==> src/rtl/mulpipe_pkg.sv <==
package mulpipe_pkg;

  // Result of a one-bit full adder.
  typedef struct packed {
    logic carry;
    logic sum;
  } fa_out_t;

  function automatic fa_out_t full_add(input logic a, input logic b, input logic ci);
    fa_out_t r;
    r.sum   = a ^ b ^ ci;
    r.carry = (a & b) | (a & ci) | (b & ci);
    return r;
  endfunction

endpackage

==> src/rtl/mulpipe_ripple_add.sv <==
module mulpipe_ripple_add
  import mulpipe_pkg::*;
#(
  parameter int W = 4
) (
  input  logic [W-1:0] a,
  input  logic [W-1:0] b,
  input  logic         cin,
  output logic [W-1:0] sum,
  output logic         cout
);

  logic [W:0] chain;
  assign chain[0] = cin;

  for (genvar i = 0; i < W; i++) begin : g_bit
    fa_out_t fa;
    assign fa          = full_add(a[i], b[i], chain[i]);
    assign sum[i]      = fa.sum;
    assign chain[i+1]  = fa.carry;
  end

  assign cout = chain[W];

endmodule

==> src/rtl/mulpipe_row.sv <==
// One adder row of the array plus its register bank.
module mulpipe_row #(
  parameter int W = 4,
  parameter int K = 1   // multiplier bit handled by this row
) (
  input  logic         clk,
  input  logic [W-1:0] x_in,
  input  logic         y_bit,
  input  logic [W-1:0] acc_in,
  input  logic [W-1:0] lo_in,
  output logic [W-1:0] acc_q,
  output logic [W-1:0] lo_q
);

  logic [W-1:0] pp;
  logic [W-1:0] sum;
  logic         cout;
  logic [W-1:0] lo_nxt;

  assign pp = x_in & {W{y_bit}};

  mulpipe_ripple_add #(.W(W)) u_add (
    .a    (pp),
    .b    (acc_in),
    .cin  (1'b0),
    .sum  (sum),
    .cout (cout)
  );

  // The row's sum LSB is finished product bit K.
  assign lo_nxt = lo_in | (W'(sum[0]) << K);

  always_ff @(posedge clk) begin
    acc_q <= {cout, sum[W-1:1]};
    lo_q  <= lo_nxt;
  end

endmodule

==> src/rtl/mulpipe_top.sv <==
module mulpipe_top #(
  parameter int W = 4
) (
  input  logic           clk,
  input  logic [W-1:0]   x,
  input  logic [W-1:0]   y,
  output logic [2*W-1:0] p
);

  localparam int ROWS = W - 1;

  logic [W-1:0] xr, yr;

  // Operand copies travelling with each stage; ys[k][0] is the
  // multiplier bit used by row k+1.
  logic [W-1:0] xs [0:ROWS-1];
  logic [W-1:0] ys [0:ROWS-1];
  logic [W-1:0] acc [0:ROWS];
  logic [W-1:0] lo  [0:ROWS];

  always_ff @(posedge clk) begin
    xr <= x;
    yr <= y;
  end

  // Stage 0: row of y[0] products and product bit 0.
  assign xs[0]  = xr;
  assign ys[0]  = {1'b0, yr[W-1:1]};
  assign acc[0] = {1'b0, xr[W-1:1] & {(W-1){yr[0]}}};
  assign lo[0]  = {{(W-1){1'b0}}, xr[0] & yr[0]};

  for (genvar k = 1; k <= ROWS; k++) begin : g_row
    mulpipe_row #(.W(W), .K(k)) u_row (
      .clk    (clk),
      .x_in   (xs[k-1]),
      .y_bit  (ys[k-1][0]),
      .acc_in (acc[k-1]),
      .lo_in  (lo[k-1]),
      .acc_q  (acc[k]),
      .lo_q   (lo[k])
    );

    if (k < ROWS) begin : g_fwd
      always_ff @(posedge clk) begin
        xs[k] <= xs[k-1];
        ys[k] <= ys[k-1] >> 1;
      end
    end
  end

  assign p = {acc[ROWS], lo[ROWS]};

endmodule

==> config.mk <==
export PLATFORM = sky130hd
export DESIGN_NAME = mulpipe_top
export DESIGN_NICKNAME = d
export VERILOG_FILES = /design/src/rtl/mulpipe_pkg.sv /design/src/rtl/mulpipe_ripple_add.sv /design/src/rtl/mulpipe_row.sv /design/src/rtl/mulpipe_top.sv
export SDC_FILE = /design/constraint.sdc
export NUM_CORES = 1
export LEC_CHECK = 0
export CAP_MARGIN = 25
export CELL_PAD_IN_SITES_DETAIL_PLACEMENT = 1
export CELL_PAD_IN_SITES_GLOBAL_PLACEMENT = 2
export CORE_MARGIN = 2
export CORE_UTILIZATION = 44
export DETAILED_ROUTE_END_ITERATION = 8
export DONT_BUFFER_PORTS = 1
export PLACE_DENSITY_LB_ADDON = 0.1
export SLEW_MARGIN = 10
export SYNTH_ARGS = -nofsm -noshare
export SYNTH_HDL_FRONTEND = slang
export SYNTH_SLANG_ARGS = --single-unit
==> constraint.sdc <==
create_clock -name clk -period 3.9 [get_ports clk]
set_clock_uncertainty 0.05 [all_clocks]
set_input_delay 0.78 -clock clk [delete_from_list [all_inputs] [get_ports clk]]
set_output_delay 0.78 -clock clk [all_outputs]
set_load 0.05 [all_outputs]
==> results.md <==
- Relative slew margins: around 68%
- Initial antenna violation count: 0
- Measured slew at the worst slew-check pin: 0.4765 ns
- Die area: 3094 µm²
- Outcome: complete, no violations
- I/O Pins: 17
- Post-CTS Resized: 0
- IO buf count: 0
- Pre-antenna DRT Iters: 2
- CTS root buffer: clkbuf_4
- Area growth, synth to finish: 5.657%
- Yosys top cell area share: roughly two thirds
- Cells after DPL: 109
- DRC Markers: 0
- Htree depth: 2
- Placed standard-cell area: 1180 µm²
- Die Ht: 55.62 µm
- Required time of the critical path: 4.13 ns
- Final net count: 107
- Core box area: 2500 µm²
- Die width: 55.62 µm
- Total GRT Usage: 9.787%
- Post-Syn Area per Cell: 14.12 µm²
- LEAKAGE: 0.0005605 µW
- DRT antenna net count: 0
- Worst Setup Start Kind: register
- Fmax: a little under 500 MHz
- Final Non-Filler Cells: about 120
- Post-synth top area cell: dfxtp_1
- Hpwl dp: 966.2 µm
- Worst-path fanout max: 4
- Diode count: 0
- Row count: 18
- Setup ws final: 1.854 ns
- Overflow after GRT: 0
- Fin. Hold Viols: 0
- Final setup viols: 0
- Cts hold-fix bufs: 0
- Clock tree buffer depth: 2
- Number of global-route vias before repair: ~550
- VDD IR-drop max: 0.3452 mV
- Post-place setup slack: 1.838 ns
- Setup TNS: 0 ns
- Mapped Area: 1172 µm²
- Count of cell types in the netlist: 7
- Synth warn: 0
- Fillers: between 200 and 300
- Period utilization: 52.46%
- Max-cap violations: 0
- WS Path Type: reg2reg
- RSZ-0062 raised after global routing: no
- Synth Register Bits: 40
- Vias post-DR: 497
- GP Congestion: between 0.6 and 0.7
- Largest net degree at the start of global routing: 12
- Pins Over Slew Limit: 0
- Setup Buffers After CTS: 0
- First-pass GRT wire length: 2104 µm
- Initial Utilization: 46.90%
- TritonCTS buffer count: 5
- Clk_lat worst skew: approximately 0.33 ns
- Via-to-Cell Ratio: 4.248
- Layout cells sized above 1: 6.897%
- Seq/Total Area, Yosys: 68.30%
- Cell Pwr Density: 616.8 nW/µm²
- TritonCTS clock tree: built
- Routed wire length: between 1000 and 1500 µm
- Design area: 1239 µm²
- Clk sink count: 40
- Worst hold path type: reg2reg
- Worst-path clk slew: about 0.10 ns
- Crit path DAT: 2.28 ns
- Iteration-0 DRC Markers: 5
- Top post-synthesis cells by area: dfxtp_1, fa_1, and2_1
- Crit. End Element: register
- Syn Nets: 104
- Drt wl/cell: ~11 µm
- Post-synthesis instance total: 83
- Period minus WS final: 2.046 ns
[final timing paths]
kind	endpoint	start	slack (ns)	cells past startpoint
worst max-delay path	g_row[3].u_row.acc_q[2]$_DFF_P_	ys[0]$_DFF_P_	1.85	7
worst min-delay path	ys[0]$_DFF_P_	ys[5]$_DFF_P_	0.29	0
worst max register to register	g_row[3].u_row.acc_q[2]$_DFF_P_	ys[0]$_DFF_P_	1.85	7
worst min register to register	ys[0]$_DFF_P_	ys[5]$_DFF_P_	0.29	0
[routing by layer]
layer  GRT usage, %  wire length, µm  part of all wire, %
met1          8.157              547                   44
met2          16.33              567                   45
met3          4.884               77                  6.2
met4          9.408               56                  4.5
met5              0                0                    0
[Yosys cell counts]
master and n:
dfxtp_1 40, and2_1 12, inv_1 11, fa_1 8
buf_4 4, ha_1 4, nand2_1 4
[critical path, stage by stage, from the launching register on]
cell     delay [ns]
dfxtp_1        0.34
and2_1         0.16
ha_1           0.18
fa_1           0.38
fa_1           0.36
inv_1          0.07
fa_1           0.40
inv_1          0.06
[layout by cell type, fill, tap and decap left out]
master and n:
nand2_1 4, dfxtp_1 40, inv_1 11, fa_1 8
clkbuf_1 2, ha_1 4, clkbuf_4 5, clkbuf_8 1
and2_1 12
[report_power, final]
group	leakage, µW	internal [µW]	switching, µW	total, µW
Clock	0.0000326	89.0	117	206
Combinational	0.000192	13.7	14.1	27.8
Sequential	0.000336	453	77.1	530
Total	0.000560	555	208	764
[through the flow]
stage	utilization (%)	hold WS (ns)	total power [µW]
finish	49.55	0.2860	764.0
global route	49.55	0.2965	803.6
CTS	49.55	0.2889	778.6
detailed placement	47.20	0.2643	571.3
global placement	47.20	0.2608	569.0
floorplan	-	0.2596	573.3
[registers in the layout, summed over array words and instances, names as in the netlist]
| register | flops |
|---|---|
| g_row.u_row.acc_q | 12 |
| xr | 4 |
| ys | 3 |
| yr | 4 |
| xs | 8 |
| g_row.u_row.lo_q | 9 |
[cell families (layout without fill, tap and decap cells)]
logic type / count (synthesis) / in the layout / share of synthesized area (%)
buf+inv: 15 / 19 / 6.083
simple gates: 16 / 16 / 7.684
flops: 40 / 40 / 68.30
fa+ha+maj: 12 / 12 / 17.93
[layout make-up]
type	count	area, µm²	area share, %
Clock buffer	8	58.81	4.747
Sequential cell	40	800.8	64.65
Tap cell	30	37.54	3.030
Multi-Input combinational cell	28	300.3	24.24
Inverter	11	41.29	3.333
No activity file was read; power rests on OpenSTA's default activity.
